File: config.mk
export PLATFORM = sky130hd
export DESIGN_NAME = ecc_syndrome_fixer
export DESIGN_NICKNAME = d
export VERILOG_FILES = /design/src/rtl/ecc_syndrome_fixer.sv
export SDC_FILE = /design/constraint.sdc
export NUM_CORES = 1
export LEC_CHECK = 0
export ABC_AREA = 1
export BUFFER_PORTS_ARGS = -buffer_cell sky130_fd_sc_hd__buf_2
export CAP_MARGIN = 20
export CORE_MARGIN = 5
export CORE_UTILIZATION = 47
export CTS_CLUSTER_DIAMETER = 200
export DETAILED_ROUTE_END_ITERATION = 10
export GPL_TIMING_DRIVEN = 0
export PLACE_DENSITY = 0.81
export SKIP_LAST_GASP = 1
export SLEW_MARGIN = 10
export SYNTH_ARGS = -nofsm -noshare
export SYNTH_HDL_FRONTEND = slang
export SYNTH_SLANG_ARGS = --single-unit
File: constraint.sdc
create_clock -name clk -period 1.76 [get_ports clk]
set_clock_uncertainty 0.1 [all_clocks]
set_input_delay 0.352 -clock clk [delete_from_list [all_inputs] [get_ports clk]]
set_output_delay 0.352 -clock clk [all_outputs]
set_load 0.01 [all_outputs]
File: src/rtl/ecc_syndrome_fixer.sv
module ecc_syndrome_fixer (
  input  logic        clk,
  input  logic        rst_n,
  input  logic        start,
  input  logic [23:0] calc_code,
  input  logic [23:0] read_code,
  input  logic        fix_en,
  input  logic [7:0]  rmw_index,
  input  logic [7:0]  rmw_data,
  output logic [1:0]  status,
  output logic [7:0]  err_byte,
  output logic [2:0]  err_bit,
  output logic        done,
  output logic [7:0]  fixed_data
);

  localparam logic [1:0] ST_OK   = 2'd0;
  localparam logic [1:0] ST_FIX  = 2'd1;
  localparam logic [1:0] ST_CODE = 2'd2;
  localparam logic [1:0] ST_BAD  = 2'd3;

  logic [23:0] syn;
  logic [4:0]  ones;
  logic [10:0] addr;
  logic [1:0]  cls;

  assign syn  = calc_code ^ read_code;
  assign ones = 5'($countones(syn));
  assign addr = {syn[15], syn[13], syn[11], syn[9],
                 syn[23], syn[21], syn[19], syn[17],
                 syn[7],  syn[5],  syn[3]};

  always_comb begin
    if (ones == 5'd0)       cls = ST_OK;
    else if (ones == 5'd11) cls = ST_FIX;
    else if (ones == 5'd1)  cls = ST_CODE;
    else                    cls = ST_BAD;
  end

  always_ff @(posedge clk or negedge rst_n) begin
    if (!rst_n) begin
      status   <= ST_OK;
      err_byte <= '0;
      err_bit  <= '0;
      done     <= 1'b0;
    end else begin
      done <= start;
      if (start) begin
        status   <= cls;
        err_byte <= (cls == ST_FIX) ? addr[10:3] : 8'd0;
        err_bit  <= (cls == ST_FIX) ? addr[2:0]  : 3'd0;
      end
    end
  end

  logic hit;
  assign hit        = fix_en && (status == ST_FIX) && (rmw_index == err_byte);
  assign fixed_data = hit ? (rmw_data ^ (8'd1 << err_bit)) : rmw_data;

endmodule

Yosys cells after proc, flatten, opt, wreduce, memory -nomap -nowiden
Index checks and enable logic that the tools add are counted.
{ "word_totals": {"regBits": 14, "in_bits": 68, "out_inout_bits": 22, "elab_cells": 44} }
{ "op_classes": {"add_sub_neg": 23, "n_eq_ne": 5, "shifts": 1, "n_mux": 6, "bitwise_logic": 2, "n_reduce_logical": 3} }
{ "ops": {"columns": ["cell", "count"], "rows": [
  ["$add 1x1->2", 12],
  ["$xor 24x24->24", 1],
  ["$add 2x2->3", 6],
  ["$mux 8", 2],
  ["$add 3x3->4", 3],
  ["$eq 8x8->1", 1],
  ["$shl 1x3->8 const A", 1],
  ["$xor 8x8->8", 1],
  ["$add 4x4->5", 1],
  ["$add 5x4->5", 1],
  ["$eq 5x1->1 const B", 1],
  ["$eq 5x4->1 const B", 1],
  ["$logic_not 5->1", 1],
  ["$eq 2x1->1 const B", 2],
  ["$mux 2", 2],
  ["$mux 3", 1],
  ["$logic_and 1x1->1", 2],
  ["$mux 1", 1]
]} }

Longest topological paths before layout
{ "logic_depth": {"ltp_word": 12, "depth_mapped": 19, "mapped_depth_nobuf": 18} }

Least setup slack after synthesis
OpenSTA, ideal clock, no wires.
{ "synth_path": {"kind": "in2reg", "from": "input read_code[3]", "to": "register status[1]", "setup_time_ns": 0.117, "arrival_time_ns": 4.536, "required_ns": 1.543, "path_slack_ns": -2.993, "cell_stages": 16, "path_buffers": 1, "path_cell_list": "xnor2_1 -> fa_1 -> fa_1 -> fa_1 -> fa_1 -> inv_1 -> fa_1 -> ha_1 -> fa_1 -> nand2_1 -> nand3b_2 -> nor2_2 -> nand2_2 -> buf_6 -> nand3_1 -> nand2_1"} }
{ "synth_via": {"elab_chain_len": 9, "word_cells_on_any_way": 10, "cone_classes": "5 x add/sub; 1 x eq/ne; 2 x mux; 1 x bitwise; 1 x reduce/logical"} }
{ "synth_lines": {"columns": ["element", "line", "source"], "rows": [
  ["start: declaration", "6", "input logic [23:0] read_code,"],
  ["$xor 24x24->24 (*)", "27", "assign syn = calc_code ^ read_code;"],
  ["$add 1x1->2 (not written as such) (*)", "28", "assign ones = 5'($countones(syn));"],
  ["$add 2x2->3 (not written as such) (*)", "28", null],
  ["$add 3x3->4 (not written as such) (*)", "28", null],
  ["$add 4x4->5 (not written as such) (*)", "28", null],
  ["$add 5x4->5 (not written as such) (*)", "28", null],
  ["$eq 5x4->1", "35", "else if (ones == 5'd11) cls = ST_FIX;"],
  ["$mux 2", "35", null],
  ["$mux 2 (*)", "34", "if (ones == 5'd0) cls = ST_OK;"],
  ["end signal: assignment", "49", "status <= cls;"],
  ["end: declaration", "10", "output logic [1:0] status,"]
]} }
Every way passes the cells marked *; elsewhere a longest branch is shown, timed or not.
A chain may end at the register's enable or synchronous reset.

Final worst setup path
{ "layout_path": {"from": "input read_code[17]", "to": "register err_byte[3]"} }
{ "layout_via": {"elab_chain_len": 11, "word_cells_on_any_way": 13, "cone_classes": "4 x add/sub; 3 x eq/ne; 4 x mux; 1 x bitwise; 1 x reduce/logical"} }
{ "layout_lines": {"columns": ["element", "line", "source"], "rows": [
  ["$xor 24x24->24 (*)", "27", null],
  ["$add 1x1->2 (not written as such) (*)", "28", null],
  ["$add 2x2->3 (not written as such) (*)", "28", null],
  ["$add 3x3->4 (not written as such) (*)", "28", null],
  ["$add 5x4->5 (not written as such) (*)", "28", null],
  ["$eq 5x1->1", "36", "else if (ones == 5'd1) cls = ST_CODE;"],
  ["$mux 1", "36", null],
  ["$mux 2", "35", null],
  ["$mux 2 (*)", "34", null],
  ["$eq 2x1->1 (*)", "50", "err_byte <= (cls == ST_FIX) ? addr[10:3] : 8'd0;"],
  ["$mux 8 (*)", "50", null],
  ["end signal: assignment", "50", null],
  ["end: declaration", "11", "output logic [7:0] err_byte,"]
]} }
Marked as above.

==> flow_summary_export.csv <==
group,metric,value,unit
cts,cts_buffers,3,
pwr,peakVddDrop,0.00313,V
pwr,power_density,2120,nW/µm²
sta,max-slew-margin-rel,60.0,%
hold_path,hold_path_class,"in -> reg",
die,placementRows,23,
logic_synthesis,ys_types,20,
flow_run,max_cap_viol_count,0,
routing,routed_wl,4790,µm
worst_setup_path,crit_top_cell,"fa_1",
grt,overflow,0,
worst_setup_path,worst-setup-path-type,"in -> reg",
cts,insertion_delay,0.24,ns
logic_synthesis,synth_warnings,0,
grt,grt_max_degree,15,
layout,final_cell_mix,"nand2_1, buf_2, inv_1, xnor2_1, fa_1",
routing,wl_per_cell,11.4,µm
routing,postRouteAntennaNets,0,
logic_synthesis,postSynthCellCount,265,
worst_setup_path,cpMaxStageDelayCell,"fa_1",
logic_synthesis,ys_seq_area_share,18.6,%
routing,num_vias,1948,
worst_setup_path,cp-start-kind,"input port",
cts,root_buffer,"clkbuf_8",
logic_synthesis,synthTopCellsByArea,"nand2_1, dfrtp_1, fa_1",
worst_setup_path,crit_arrival,4.75,ns
worst_setup_path,reg2reg_depth,3,
worst_setup_path,endpoint,"err_byte[3]$_DFFE_PN0P_",
layout,stdcell_area,2960,µm²
worst_setup_path,r2r_slack,0.89,ns
routing,drt_iter0_drc,41,
run_status,violations,"negative setup slack",
logic_synthesis,syn_nets,356,
worst_setup_path,r2r_end,"err_byte[1]$_DFFE_PN0P_",
die,initial_core_util,47.7,%
grt,antenna_found_initial,0,
logic_synthesis,yosysTopAreaCellShare,20.1,%
placement,port_buffers,89,
worst_setup_path,cp_max_fo,5,
run_status,outcome,"finished with violations",
die,ios,90,
sta,finalCritPeriodShare,266,%
routing,drcViolationCount,0,
logic_synthesis,syn_avg_cell_area,7.10,µm²
routing,viasPerCell,4.62,
pwr,leakage,1.58,nW
logic_synthesis,synth_largest_area_cell,"nand2_1",
cts,cts.clk_slew.worst_paths,0.05,ns
layout,nNetsFinal,465,
worst_setup_path,rr_startpoint,"err_byte[1]$_DFFE_PN0P_",
logic_synthesis,synth_seq_cells,14,
placement,placed_cell_area,2520,µm²
placement,dp_hpwl,3880,µm
die,coreArea,3940,µm²
layout,final_common_cell,"nand2_1",
logic_synthesis,synth_area,1880,µm²
routing,dr.pass1.iters,6,
sta,fmax,214,MHz
die,dieHeight,73.3,µm
worst_setup_path,max_stage_delay,0.55,ns
layout,fin_util,75.2,%
sta,hold_violations,0,
grt,grt_pass1_vias,1911,
layout,area_delta_synth_final,57.5,%
grt,track_usage,18.1,%
layout,drive_gt1_share,42.2,%
worst_setup_path,path_cells,"buf_2, xnor2_4, fa_2, fa_1, fa_1, fa_1, inv_1, fa_1, ha_2, fa_1, nand2_1, nand3b_4, nor2_4, nand2_4, buf_8, nor2_4, nand2_2, nand2_1",
cts,clock-sinks,14,
sta,layout_setup_ws,-2.92,ns
layout,antenna_cells,0,
grt,grt_pass1_wl,7760,µm
sta,drv_slew,0,
cts,cts_tree,"yes",
sta,grt_setup_unrepaired,"true",
sta,min_period,4.68,ns
sta,finalSetupViolations,21,
worst_setup_path,cp-end-kind,"flop",
worst_setup_path,cp-startpoint,"read_code[17]",
layout,n_fill_cell,301,
placement,gp_congestion,0.804,
die,die-area,5370,µm²
die,die_w,73.3,µm
sta,worstMarginPinSlew,0.600,ns
cts,h-tree-depth,1,
cts,clock_path_buffers,2,
worst_setup_path,required,1.84,ns
## power by group
| part | internal, mW | switching [mW] |
|---|---|---|
| clock network | 0.150 | 0.0956 |
| logic | 2.62 | 3.00 |
| registers | 0.374 | 0.0297 |
## cell type report
type                       instances  area (µm²)  area share (%)
clock buffer                       3        41.3            1.39
multi-input combinational        211        1680            56.8
inverter                          37         139            4.69
timing repair buffer             104         657            22.2
buffer                             3        30.0            1.01
sequential                        14         350            11.8
tap                               50        62.6            2.11
## cells by family after synthesis
logic type / synth area share, %
buffers and inverters: 8.78
DFF: 18.6
and+or+nand+nor: 34.9
AOI/OAI and AO/OA: 0.731
adders and majority gates: 22.1
xor gates and xnor gates: 14.9
## through the flow
stage | setup slack [ns] | power, mW | hold WS (ns) | TNS (ns) | cells
2_1_floorplan | -2.74 | 3.91 | -0.0436 | -35.07 | 265
3_3_place_gp | -3.11 | 4.56 | 0.146 | -40.32 | 404
3_5_place_dp | -3.19 | 4.77 | 0.148 | -41.44 | 404
4_1_cts | -2.84 | 5.99 | 0.197 | -38.63 | 416
5_1_grt | -3.06 | 6.95 | 0.199 | -42.39 | 422
6_report | -2.92 | 6.27 | 0.202 | -39.49 | 422
## flip-flops by register name, summed over array words and instances (netlist names)
name and cells:
err_byte 8, err_bit 3, status 2, done 1
## per-layer routing
layer	wire (µm)	GRT usage [%]	vias to the layer above	share of wire [%]
li1	-	-	1006	-
met2	2570	34.3	77	54
met1	1710	20.9	853	36
met4	124	6.56	0	2.6
met5	0	0	-	0
met3	391	1.78	12	8.2
## timing repair
action / in CTS / in global routing
buffers inserted: 7 / 6
setup endpoints to repair: 21 / 21
pin swaps: 27 / 27
hold buffers: 1 / 0
gates cloned: 1 / 0
resized for setup: 30 / 29
hold endpoints to repair: 14 / 0
## synthesized netlist by cell type
master    instances
nand3_1          18
and2_2            1
buf_6             2
a21oi_2           1
nor2_2           11
nor2_1           17
inv_1            35
clkbuf_1          1
or2_2             1
nand3b_2          1
xor2_1            5
nor2_4            1
ha_1              6
fa_1             17
nand2_2           3
inv_2             2
xnor2_1          27
dfrtp_1          14
a21oi_1           1
nand2_1         101
## worst min path at each step
stage	from	end	slack [ns]	cells after the start
final	start	done$_DFF_PN0_	0.20	1
after global routing	start	done$_DFF_PN0_	0.20	1
after CTS	start	done$_DFF_PN0_	0.20	1
after detailed placement	rst_n	err_byte[7]$_DFFE_PN0P_	0.15	1
after global placement	rst_n	err_byte[5]$_DFFE_PN0P_	0.15	1
after floorplan	rst_n	done$_DFF_PN0_	-0.04	0
## critical path, delay by kind of cell
kind / cells / cell delay (ns)
adders and majority gates: 7 / 3.22
buffers and inverters: 3 / 0.33
and+or+nand+nor: 7 / 0.69
xor gates and xnor gates: 1 / 0.17
Note: power is estimated with default switching activity, not from simulation.
